<file path="src/rtl/irq_res_pkg.sv">
package irq_res_pkg;

    typedef enum logic [0:0] {
        RES_IDLE = 1'b0,
        RES_REQ  = 1'b1
    } res_state_e;

endpackage

</file>
<file path="src/rtl/irq_pend_reg.sv">
module irq_pend_reg #(
    parameter int NUM_LINES = 8,
    parameter int IDX_W     = 4
) (
    input  logic                 clk,
    input  logic                 rst_n,
    input  logic [NUM_LINES-1:0] line_type,
    input  logic                 ev0_valid,
    input  logic [IDX_W-1:0]     ev0_idx,
    input  logic                 ev0_active,
    input  logic                 ev1_valid,
    input  logic [IDX_W-1:0]     ev1_idx,
    input  logic                 ev1_active,
    input  logic                 clr_wr,
    input  logic [NUM_LINES-1:0] clr_data,
    input  logic                 en_wr,
    input  logic [NUM_LINES-1:0] en_wdata,
    output logic [NUM_LINES-1:0] pend_q,
    output logic [NUM_LINES-1:0] en_q
);

    // One slice per line; an index that matches no slice touches nothing.
    for (genvar g = 0; g < NUM_LINES; g++) begin : g_line
        logic hit0;
        logic hit1;
        logic set_b;
        logic lvl_clr_b;
        logic w1c_b;
        logic next_b;

        always_comb begin
            hit0      = ev0_valid && (ev0_idx == IDX_W'(g));
            hit1      = ev1_valid && (ev1_idx == IDX_W'(g));
            set_b     = (hit0 && ev0_active) || (hit1 && ev1_active);
            lvl_clr_b = ((hit0 && !ev0_active) || (hit1 && !ev1_active)) && !line_type[g];
            w1c_b     = clr_wr && clr_data[g];
            next_b    = set_b || (pend_q[g] && !lvl_clr_b && !w1c_b);
        end

        always_ff @(posedge clk or negedge rst_n) begin
            if (!rst_n) begin
                pend_q[g] <= 1'b0;
            end else begin
                pend_q[g] <= next_b;
            end
        end
    end

    always_ff @(posedge clk or negedge rst_n) begin
        if (!rst_n) begin
            en_q <= '0;
        end else if (en_wr) begin
            en_q <= en_wdata;
        end
    end

endmodule

</file>
<file path="src/rtl/irq_ext_map.sv">
module irq_ext_map #(
    parameter int NUM_EXT = 4,
    parameter int EXT_W   = 3,
    parameter int IDX_W   = 4
) (
    input  logic                     ext_valid,
    input  logic [EXT_W-1:0]         ext_num,
    input  logic [NUM_EXT*IDX_W-1:0] ext_map,
    output logic                     line_valid,
    output logic [IDX_W-1:0]         line_idx,
    output logic                     reject
);

    logic in_range;

    always_comb begin
        in_range = int'(ext_num) < NUM_EXT;
        line_idx = '0;
        for (int k = 0; k < NUM_EXT; k++) begin
            if (int'(ext_num) == k) begin
                line_idx = ext_map[k*IDX_W +: IDX_W];
            end
        end
        line_valid = ext_valid && in_range;
        reject     = ext_valid && !in_range;
    end

endmodule

</file>
<file path="src/rtl/irq_level_scan.sv">
module irq_level_scan #(
    parameter int NUM_LINES  = 8,
    parameter int NUM_LEVELS = 3,
    parameter int LVL_W      = 2
) (
    input  logic [NUM_LINES-1:0]            pend,
    input  logic [NUM_LINES-1:0]            en,
    input  logic [LVL_W-1:0]                cur_level,
    input  logic [NUM_LEVELS*NUM_LINES-1:0] level_mask,
    output logic                            found,
    output logic [LVL_W-1:0]                level
);

    logic [NUM_LINES-1:0]  eff;
    logic [NUM_LEVELS:1]   hit;

    assign eff = pend & en;

    for (genvar l = 1; l <= NUM_LEVELS; l++) begin : g_lvl
        logic above;
        logic any;
        always_comb begin
            above    = int'(cur_level) < l;
            any      = |(level_mask[(l-1)*NUM_LINES +: NUM_LINES] & eff);
            hit[l]   = above && any;
        end
    end

    // Ascending walk: the last hit written is the highest level.
    always_comb begin
        level = '0;
        for (int l = 1; l <= NUM_LEVELS; l++) begin
            if (hit[l]) begin
                level = LVL_W'(l);
            end
        end
        found = |hit;
    end

endmodule

</file>
<file path="src/rtl/irq_level_resolver.sv">
module irq_level_resolver
    import irq_res_pkg::*;
#(
    parameter int  NUM_LINES  = 8,
    parameter int  IDX_W      = 4,
    parameter int  NUM_LEVELS = 3,
    parameter int  NUM_EXT    = 4,
    parameter int  EXT_W      = 3,
    localparam int LVL_W      = $clog2(NUM_LEVELS + 1)
) (
    input  logic                            clk,
    input  logic                            rst_n,
    input  logic [NUM_LINES-1:0]            line_type,
    input  logic                            set_valid,
    input  logic [IDX_W-1:0]                set_idx,
    input  logic                            set_active,
    input  logic                            ext_valid,
    input  logic [EXT_W-1:0]                ext_num,
    input  logic                            ext_active,
    input  logic [NUM_EXT*IDX_W-1:0]        ext_map,
    input  logic                            clr_wr,
    input  logic [NUM_LINES-1:0]            clr_data,
    input  logic                            en_wr,
    input  logic [NUM_LINES-1:0]            en_wdata,
    input  logic [LVL_W-1:0]                cur_level,
    input  logic [NUM_LEVELS*NUM_LINES-1:0] level_mask,
    output logic [NUM_LINES-1:0]            pending_o,
    output logic [LVL_W-1:0]                irq_level,
    output logic                            irq_req,
    output logic                            ext_reject
);

    logic                 map_valid;
    logic [IDX_W-1:0]     map_idx;
    logic                 map_reject;
    logic [NUM_LINES-1:0] pend_q;
    logic [NUM_LINES-1:0] en_q;
    logic                 scan_found;
    logic [LVL_W-1:0]     scan_level;

    res_state_e           state_q;
    res_state_e           state_d;
    logic [LVL_W-1:0]     level_q;
    logic                 reject_q;

    irq_ext_map #(
        .NUM_EXT (NUM_EXT),
        .EXT_W   (EXT_W),
        .IDX_W   (IDX_W)
    ) u_map (
        .ext_valid  (ext_valid),
        .ext_num    (ext_num),
        .ext_map    (ext_map),
        .line_valid (map_valid),
        .line_idx   (map_idx),
        .reject     (map_reject)
    );

    irq_pend_reg #(
        .NUM_LINES (NUM_LINES),
        .IDX_W     (IDX_W)
    ) u_pend (
        .clk        (clk),
        .rst_n      (rst_n),
        .line_type  (line_type),
        .ev0_valid  (set_valid),
        .ev0_idx    (set_idx),
        .ev0_active (set_active),
        .ev1_valid  (map_valid),
        .ev1_idx    (map_idx),
        .ev1_active (ext_active),
        .clr_wr     (clr_wr),
        .clr_data   (clr_data),
        .en_wr      (en_wr),
        .en_wdata   (en_wdata),
        .pend_q     (pend_q),
        .en_q       (en_q)
    );

    irq_level_scan #(
        .NUM_LINES  (NUM_LINES),
        .NUM_LEVELS (NUM_LEVELS),
        .LVL_W      (LVL_W)
    ) u_scan (
        .pend       (pend_q),
        .en         (en_q),
        .cur_level  (cur_level),
        .level_mask (level_mask),
        .found      (scan_found),
        .level      (scan_level)
    );

    // State register
    always_ff @(posedge clk or negedge rst_n) begin
        if (!rst_n) begin
            state_q <= RES_IDLE;
        end else begin
            state_q <= state_d;
        end
    end

    // Transitions
    always_comb begin
        state_d = state_q;
        unique case (state_q)
            RES_IDLE: if (scan_found)  state_d = RES_REQ;
            RES_REQ:  if (!scan_found) state_d = RES_IDLE;
            default:  state_d = RES_IDLE;
        endcase
    end

    // Registered outputs
    always_ff @(posedge clk or negedge rst_n) begin
        if (!rst_n) begin
            level_q  <= '0;
            reject_q <= 1'b0;
        end else begin
            level_q  <= scan_found ? scan_level : '0;
            reject_q <= map_reject;
        end
    end

    assign pending_o  = pend_q;
    assign irq_level  = level_q;
    assign irq_req    = (state_q == RES_REQ);
    assign ext_reject = reject_q;

endmodule

</file>
<file path="config.mk">
export PLATFORM = sky130hd
export DESIGN_NAME = irq_level_resolver
export DESIGN_NICKNAME = d
export VERILOG_FILES = /design/src/rtl/irq_res_pkg.sv /design/src/rtl/irq_pend_reg.sv /design/src/rtl/irq_ext_map.sv /design/src/rtl/irq_level_scan.sv /design/src/rtl/irq_level_resolver.sv
export SDC_FILE = /design/constraint.sdc
export NUM_CORES = 1
export LEC_CHECK = 0
export BUFFER_PORTS_ARGS = -buffer_cell sky130_fd_sc_hd__buf_2
export CORE_ASPECT_RATIO = 0.7
export CORE_MARGIN = 2
export CORE_UTILIZATION = 41
export CTS_CLUSTER_DIAMETER = 150
export CTS_CLUSTER_SIZE = 28
export DETAILED_ROUTE_END_ITERATION = 7
export PLACE_DENSITY = 0.78
export SYNTH_ARGS = -nofsm -noshare
export SYNTH_HDL_FRONTEND = slang
export SYNTH_SLANG_ARGS = --single-unit
export TNS_END_PERCENT = 20
</file>
<file path="constraint.sdc">
create_clock -name clk -period 1.6 [get_ports clk]
set_clock_uncertainty 0.05 [all_clocks]
set_input_delay 0.24 -clock clk [delete_from_list [all_inputs] [get_ports clk]]
set_output_delay 0.24 -clock clk [all_outputs]
set_load 0.005 [all_outputs]
</file>
# Yosys cells after proc, flatten, opt, wreduce, memory -nomap -nowiden
# Index checks and enable logic that the tools add are counted.
# Widths: inputs -> output; s select.
word_totals:
  word_cells: 189
  out_inout_bits: 12
  regBits: 20
classes:
  reduce_logical: 143
  n_bitwise: 4
  magnitude_cmp: 4
  n_eq_ne: 17
  n_mux: 9
op_table:
  columns: ["cell", "count"]
  rows:
  - ["$logic_and 1x1->1", 85]
  - ["$and 8x8->8", 4]
  - ["$eq 4x3->1 const B", 8]
  - ["$logic_not 1->1", 27]
  - ["$logic_or 1x1->1", 24]
  - ["$reduce_or 8->1", 3]
  - ["$eq 4x2->1 const B", 4]
  - ["$mux 4", 4]
  - ["$eq 4x1->1 const B", 2]
  - ["$logic_not 4->1", 2]
  - ["$eq 3x3->1 const B", 2]
  - ["$mux 2", 3]
  - ["$lt 2x2->1 const B", 2]
  - ["$eq 3x2->1 const B", 1]
  - ["$logic_not 3->1", 1]
  - ["$lt 3x3->1 const B", 1]
  - ["$reduce_or 3->1", 1]
  - ["$lt 2x1->1 const B", 1]
  - ["$mux 1", 2]

# Longest topological paths before layout
# Gate-level depths: netlist of run 1.
logic_depth:
  word_depth: 14
  depth_mapped: 6
  depth_no_buf: 5

# Cells and area by module
# From an unflattened synthesis of run 1, not the netlist that was laid out.
hier_totals:
  cells_unflattened: 138
  area_unflattened_um2: 1363.8
by_module_without_submodules:
  columns: ["module", "cells_per_inst", "area_per_inst_um2", "instances"]
  rows:
  - ["irq_pend_reg", 81, 902.1, 1]
  - ["irq_level_scan", 41, 214.0, 1]
  - ["irq_ext_map", 10, 135.1, 1]
  - ["irq_level_resolver", 6, 112.6, 1]

# Worst setup path after synthesis of run 1
# Ideal clock, no wire load.
synth_timing:
  kind: "input-to-reg"
  startpoint: "in ext_num[0]"
  endpoint: "reg u_pend.pend_q[0]"
  n_path_buf: 1
  slack_ns: -0.353
  t_arrival_ns: 1.761
  path_stages: 6
  required_time_ns: 1.408
  cell_sequence: "buf_6 -> mux2_1 -> a22o_1 -> or4b_4 -> o31ai_1 -> o221ai_1"
synth_between:
  elab_chain_len: 14
  elab_cells_between_ends: 21
  cone_classes: "order compare (1); eq/ne (3); mux (4); reduce/logical (13)"
synth_rtl:
  columns: ["item", "line", "text"]
  rows:
  - ["start, declared", "irq_level_resolver.sv:18", "input logic [EXT_W-1:0] ext_num,"]
  - ["$logic_not 3->1", "irq_ext_map.sv:20", "if (int'(ext_num) == k) begin"]
  - ["$mux 4 (4 in series)", "irq_ext_map.sv:20", null]
  - ["$logic_not 4->1", "irq_pend_reg.sv:33", "hit1 = ev1_valid && (ev1_idx == IDX_W'(g));"]
  - ["$logic_and 1x1->1 (*)", "irq_pend_reg.sv:33", null]
  - ["$logic_and 1x1->1", "irq_pend_reg.sv:35", "lvl_clr_b = ((hit0 && !ev0_active) || (hit1 && !ev1_active)) && !line_type[g];"]
  - ["$logic_or 1x1->1", "irq_pend_reg.sv:35", null]
  - ["$logic_and 1x1->1", "irq_pend_reg.sv:35", null]
  - ["$logic_not 1->1", "irq_pend_reg.sv:37", "next_b = set_b || (pend_q[g] && !lvl_clr_b && !w1c_b);"]
  - ["$logic_and 1x1->1 (2 in series)", "irq_pend_reg.sv:37", null]
  - ["$logic_or 1x1->1 (*)", "irq_pend_reg.sv:37", null]
  - ["via u_pend.g_line[0].next_b", "irq_pend_reg.sv:29", "logic next_b;"]
  - ["end signal, assigned by index", "irq_pend_reg.sv:44", "pend_q[g] <= next_b;"]
  - ["end, declared", "irq_pend_reg.sv:18", "output logic [NUM_LINES-1:0] pend_q,"]
# The timed path passes the listed nets; every way through them passes the cells marked *.
# A chain may end at the register's enable or synchronous reset.

# Final worst setup path of run 1
layout_timing:
  startpoint: "in ext_num[0]"
  endpoint: "reg u_pend.pend_q[7]"
layout_between:
  elab_chain_len: 14
  elab_cells_between_ends: 21
  cone_classes: "order compare (1); eq/ne (4); mux (4); reduce/logical (12)"
layout_rtl:
  columns: ["item", "line"]
  rows:
  - ["$logic_not 3->1", "irq_ext_map.sv:20"]
  - ["$mux 4 (4 in series)", "irq_ext_map.sv:20"]
  - ["$eq 4x3->1", "irq_pend_reg.sv:33"]
  - ["$logic_and 1x1->1 (*)", "irq_pend_reg.sv:33"]
  - ["$logic_and 1x1->1", "irq_pend_reg.sv:35"]
  - ["$logic_or 1x1->1", "irq_pend_reg.sv:35"]
  - ["$logic_and 1x1->1", "irq_pend_reg.sv:35"]
  - ["$logic_not 1->1", "irq_pend_reg.sv:37"]
  - ["$logic_and 1x1->1 (2 in series)", "irq_pend_reg.sv:37"]
  - ["$logic_or 1x1->1 (*)", "irq_pend_reg.sv:37"]
  - ["via u_pend.g_line[7].next_b", "irq_pend_reg.sv:29"]
# Marks and branches as above.

==> flow_summary_export.csv, run 1 <==
group,metric,value,unit
final_layout,post-route-util,0.665,
critical_path,startpoint_type,"input pin",
final_layout,multi_input_area,850,um2
yosys,postSynthCellCount,127,
timing,tightest_slew,0.441,ns
timing,finalCriticalPeriod,1.74,ns
global_routing,grt_pass1_vias,1529,
critical_path,crit_arrival,1.81,ns
placement,dp.cells,271,
placement,place.gp.congestion,0.882,
clocking,clkTransAtPathRegs,0.07,ns
timing,fin_ws,-0.139,ns
global_routing,grt_pass1_wl,7080,um
critical_path,worstPathMaxFanout,6,
routing,antenna_left,0,
yosys,syn-num-nets,208,
floorplan,die_h,51.5,um
critical_path,crit_type,"in2reg",
clocking,clockRootBuffer,"clkbuf_8",
power,power.leakage,0.00102,uW
power,p_per_area,659,nW/um2
final_layout,syn_to_final_growth,56.2,%
clocking,clk_path_buf_depth,2,
clocking,cts_setup_buffers,0,
final_layout,instances_no_fill,276,
routing,vias,1597,
routing,drt-initial-drc-count,121,
floorplan,start_util,0.426,
timing,hold_viol,0,
clocking,cts_buffers,3,
yosys,async_flop_share,1.00,
final_layout,regArea,500,um2
placement,io_buffer_count,92,
status,outcome,"finished with violations",
routing,vias_per_cell,5.79,
power,ir_drop,0.472,mV
routing,wl_per_cell,17.0,um
final_layout,final_area,2070,um2
final_layout,n_antenna_cell,0,
final_layout,finish.net_count,320,
yosys,synth_warnings,0,
status,violations,"setup timing",
placement,dp_hpwl,3720,um
critical_path,reg2reg_from,"u_pend.pend_q[0]$_DFF_PN0_",
routing,drt-total-wl,4690,um
global_routing,antenna_found_initial,0,
clocking,cts_sinks,20,
yosys,ys_types,39,
placement,placed_cell_area,1940,um2
timing,finalCritPeriodShare,1.09,
floorplan,die_x,71.9,um
yosys,avgSynthCellArea,10.4,um2
timing,rsz0062_at_grt,"yes",
critical_path,path_delay_family,"simple AND/OR/NAND/NOR gates",
timing,totalNegativeSetupSlack,-0.609,ns
worst_hold_path,min_path_type,"in2reg",
routing,drt_pre_antenna_iters,4,
yosys,synth_area,1320,um2
global_routing,overflow,0,
yosys,yosysSeqAreaShare,0.378,
clocking,htreeDepth,1,
floorplan,placementRows,17,
critical_path,crit_buf_inv,1,
final_layout,num-fill-cells,249,
timing,finalMaxSlewViolations,0,
critical_path,crit_slowest_cell,"or4b_4",
critical_path,cp-end-kind,"register",
global_routing,grt_max_degree,21,
timing,max_slew_margin,0.706,
clocking,clkLatencyLatePin,0.25,ns
global_routing,grtUsageTotal,0.251,
timing,setup_viol,7,
yosys,ys_ff_latch,20,
clocking,cts_tree,"yes",
yosys,synth_edf_count,0,
critical_path,cp-startpoint,"ext_num[0]",
routing,drc,0,
critical_path,slowest_delay,0.57,ns
floorplan,io_pins,93,
timing,max_freq,575,MHz
critical_path,cp_cell_sequence,"buf_12 > mux4_2 > or4b_4 > o31ai_2 > o221ai_1",
final_layout,drive_gt1_frac,0.597,
floorplan,die-area,3700,um2
power,total_power,1360,uW
critical_path,worst_ep_required_time,1.67,ns
floorplan,core_area,3110,um2
critical_path,rrSetupSlack,0.12,ns
worst_hold_path,hp-start,"ext_valid",
run,max-cap-violations,0,
yosys,ys.flop_type,"dfrtp_1",
-- kinds of logic after synthesis --
family          share of synthesized area
simple gates                        0.226
compound gates                      0.254
mux                                 0.127
buf+inv                            0.0142
flops                               0.378
-- where the power goes --
part | internal, uW | total (uW) | switching [uW]
combinational | 212 | 389 | 177
sequential | 556 | 597 | 41.0
clock | 219 | 375 | 157
total | 987 | 1360 | 375
-- cell usage in the layout, fill, tap and decap left out, types with 2 or more instances in the layout --
| cell | count |
|---|---|
| nand4_1 | 2 |
| or4b_4 | 2 |
| nor2_1 | 3 |
| clkbuf_8 | 4 |
| nand2_1 | 13 |
| buf_4 | 17 |
| o31ai_2 | 4 |
| o31ai_1 | 2 |
| and2_1 | 4 |
| dfrtp_1 | 20 |
| or2b_2 | 3 |
| a32o_1 | 2 |
| o221ai_1 | 8 |
| nand3_1 | 8 |
| and3_1 | 4 |
| nor3b_1 | 3 |
| mux2_2 | 10 |
| o311a_1 | 5 |
| o311ai_0 | 2 |
| a31oi_1 | 4 |
| a32oi_1 | 4 |
| buf_2 | 91 |
-- final timing paths --
path,endpoint,depth (start not counted)
setup / recovery,u_pend.pend_q[7]$_DFF_PN0_,5
min in group asynchronous,u_pend.en_q[5]$_DFFE_PN0P_,2
setup reg to reg,irq_req$_DFF_PN0_,5
hold reg to reg,u_pend.en_q[0]$_DFFE_PN0P_,1
max in group asynchronous,u_pend.en_q[0]$_DFFE_PN0P_,2
hold / removal,ext_reject$_DFF_PN0_,2
-- registers in the layout, indices dropped and copies added (netlist names) --
| register | cells |
|---|---|
| irq_level | 2 |
| u_pend.pend_q | 8 |
| irq_req | 1 |
| u_pend.en_q | 8 |
| ext_reject | 1 |
-- cell type report --
class	count	area share
Multi-Input combinational cell	104	0.411
Clock buffer	4	0.0267
Timing Repair Buffer	110	0.297
Sequential cell	20	0.242
Tap cell	38	0.0230
-- worst register-to-register path, cell delays in order (launching register included) --
cell and delay (ns):
dfrtp_1 0.41, and2_1 0.20, a32o_1 0.22, nor3_2 0.19
o21ai_0 0.13, a21o_1 0.17
-- cell usage after synthesis, drive strengths merged (2+ instances only) --
master,count,area (um2)
and3,4,25.0
or4b,2,27.5
nand4,2,12.5
nor3b,3,22.5
a211oi,2,15.0
o221ai,8,70.1
a32oi,4,35.0
a31oi,4,25.0
or2b,3,26.3
and2,4,25.0
and2b,2,16.3
mux2,12,135
a32o,2,20.0
nor2,3,11.3
nand3,8,40.0
nand2,13,48.8
o31ai,6,45.0
dfrtp,20,500
o311a,6,61.3
clkbuf,2,7.51
o311ai,2,17.5
-- per-stage QoR --
stage,setup slack [ns],hold WS (ns)
after floorplan,-0.332,-0.106
after global placement,-0.427,0.156
after detailed placement,-0.485,0.157
after CTS,-0.118,0.161
after global routing,-0.155,0.166
final,-0.139,0.161
-- layer usage --
| metal | part of all wire | global-route usage | vias to the layer above |
|---|---|---|---|
| li1 | - | - | 751 |
| met1 | 0.43 | 0.344 | 751 |
| met2 | 0.46 | 0.418 | 85 |
| met3 | 0.093 | 0.0523 | 10 |
| met4 | 0.017 | 0.0440 | 0 |
| met5 | 0 | 0 | - |
-- timing repair --
action                                  4_1_cts  5_1_grt
hold endpoints to repair                     20        0
cloned                                        0        0
hold buffers                                  1        0
endpoints found under the setup margin        6        8
resized for setup                             8        5
Power figures use the tool's default switching activity.
==> run 2, diff against run 1 <==
--- a/config.mk
+++ b/config.mk
@@ -16,4 +16,4 @@
 export SYNTH_ARGS = -nofsm -noshare
 export SYNTH_HDL_FRONTEND = slang
 export SYNTH_SLANG_ARGS = --single-unit
-export TNS_END_PERCENT = 20
+export TNS_END_PERCENT = 100
==> run 2 against run 1 <==
Compared with the run above: combinational power grew 9.8%; via count grew 1.4%; clock power is essentially flat; core utilization grew 4.3 points; the flow still finishes with violations (setup timing); sequential power is essentially flat; flip-flop and latch count is the same; total power grew 2.9%; final area grew 6.5%; sequential share of layout area shrank 1.5 points.
==> flow_summary_export.csv, run 2 (synthesis results as in run 1) <==
group,metric,value,unit
status,outcome,"finished with violations",
status,violations,"setup timing",
floorplan,die-area,3700,um2
critical_path,startpoint_type,"input pin",
timing,max_slew_margin,0.710,
placement,io_buffer_count,92,
timing,finalCritPeriodShare,1.07,
timing,hold_slack,0.163,ns
run,max-cap-violations,0,
final_layout,finish.net_count,324,
timing,hold_viol,0,
global_routing,overflow,0,
final_layout,mostFrequentLayoutCells,"buf_2, buf_4, dfrtp_1",
timing,setup_viol,4,
critical_path,cp-end-kind,"register",
clocking,clkLatencyLatePin,0.26,ns
critical_path,rrSetupSlack,0.09,ns
critical_path,crit_type,"in2reg",
clocking,cts_sinks,20,
worst_hold_path,min_path_type,"in2reg",
clocking,htreeDepth,1,
routing,vias,1619,
routing,wl_per_cell,16.9,um
final_layout,instances_no_fill,280,
routing,drc,0,
timing,finalCriticalPeriod,1.72,ns
final_layout,drive_gt1_frac,0.649,
floorplan,start_util,0.426,
floorplan,core_area,3110,um2
global_routing,antenna_found_initial,0,
floorplan,io_pins,93,
clocking,clkTransAtPathRegs,0.07,ns
routing,drt_pre_antenna_iters,4,
placement,place.gp.congestion,0.852,
clocking,clk_path_buf_depth,2,
final_layout,layout_commonest_cell,"buf_2",
critical_path,worst_ep_required_time,1.67,ns
clocking,cts_buffers,3,
routing,antenna_left,0,
final_layout,final_area,2200,um2
timing,rsz0062_at_grt,"yes",
timing,fin_ws,-0.116,ns
floorplan,die_x,71.9,um
power,p_per_area,637,nW/um2
floorplan,die_h,51.5,um
clocking,clockRootBuffer,"clkbuf_8",
power,power.leakage,0.00105,uW
placement,dp_hpwl,3470,um
floorplan,placementRows,17,
global_routing,grt_pass1_wl,7350,um
global_routing,grt_pass1_vias,1535,
routing,drt-initial-drc-count,109,
power,ir_drop,0.449,mV
timing,max_freq,583,MHz
placement,dp.cells,273,
timing,tightest_slew,0.436,ns
timing,finalMaxSlewViolations,0,
critical_path,worstPathMaxFanout,6,
timing,totalNegativeSetupSlack,-0.378,ns
final_layout,n_antenna_cell,0,
global_routing,grt_max_degree,21,
placement,placed_cell_area,1960,um2
final_layout,syn_to_final_growth,66.3,%
power,total_power,1400,uW
routing,drt-total-wl,4730,um
clocking,cts_tree,"yes",
global_routing,grtUsageTotal,0.259,
critical_path,crit_arrival,1.79,ns
routing,vias_per_cell,5.78,
run 2: cell types whose count changed in the layout (fill, tap and decap cells not counted), sizes merged:
cell / previous run / this run
buf: 109 / 113
run 2: where the power goes:
group          switching [uW]  total, uW  internal (uW)
sequential               39.7        596            556
combinational             199        427            228
clock                     159        378            219
run 2: worst max-delay path: stages:
cell and delay, ns:
buf_12 0.11, mux2_4 0.28, a22o_1 0.23, or4b_4 0.58, o31ai_4 0.21, o221ai_2 0.13
run 2: routing by layer:
metal  part of all wire  vias up  track usage
met4              0.010        0       0.0472
li1                   -      763            -
met5                  0        -            0
met2               0.45       94        0.394
met3               0.10        6       0.0562
met1               0.44      756        0.383
run 2: timing repair:
| item | CTS | global route |
|---|---|---|
| setup buffers | 2 | 0 |
| hold buffers | 1 | 0 |
| endpoints found under the hold margin | 20 | 0 |
| pin swaps | 5 | 7 |
| endpoints found under the setup margin | 6 | 9 |
| gates resized for setup | 8 | 22 |
run 2: metrics by stage:
| step | setup slack [ns] | utilization |
|---|---|---|
| 2_1_floorplan | -0.325 | - |
| 3_3_place_gp | -0.431 | 0.631 |
| 3_5_place_dp | -0.468 | 0.631 |
| 4_1_cts | -0.128 | 0.669 |
| 5_1_grt | -0.178 | 0.708 |
| 6_report | -0.116 | 0.708 |
run 2: final cells by class:
| type | count | area (um2) |
|---|---|---|
| fill | 232 | 906 |
| sequential | 20 | 500 |
| clock buffer | 4 | 55.1 |
| tap | 38 | 47.5 |
| timing repair buffer | 114 | 643 |
| multi-input combinational | 104 | 953 |
run 2: final timing paths:
| kind | start | to | cells after the start |
|---|---|---|---|
| max in group asynchronous | rst_n | u_pend.en_q[1]$_DFFE_PN0P_ | 2 |
| worst min register to register | u_pend.en_q[0]$_DFFE_PN0P_ | u_pend.en_q[0]$_DFFE_PN0P_ | 1 |
| worst max register to register | u_pend.pend_q[0]$_DFF_PN0_ | irq_req$_DFF_PN0_ | 5 |
| worst max-delay path | ext_num[0] | u_pend.pend_q[0]$_DFF_PN0_ | 6 |
| min in group asynchronous | rst_n | ext_reject$_DFF_PN0_ | 2 |
| worst min-delay path | en_wdata[5] | u_pend.en_q[5]$_DFFE_PN0P_ | 2 |
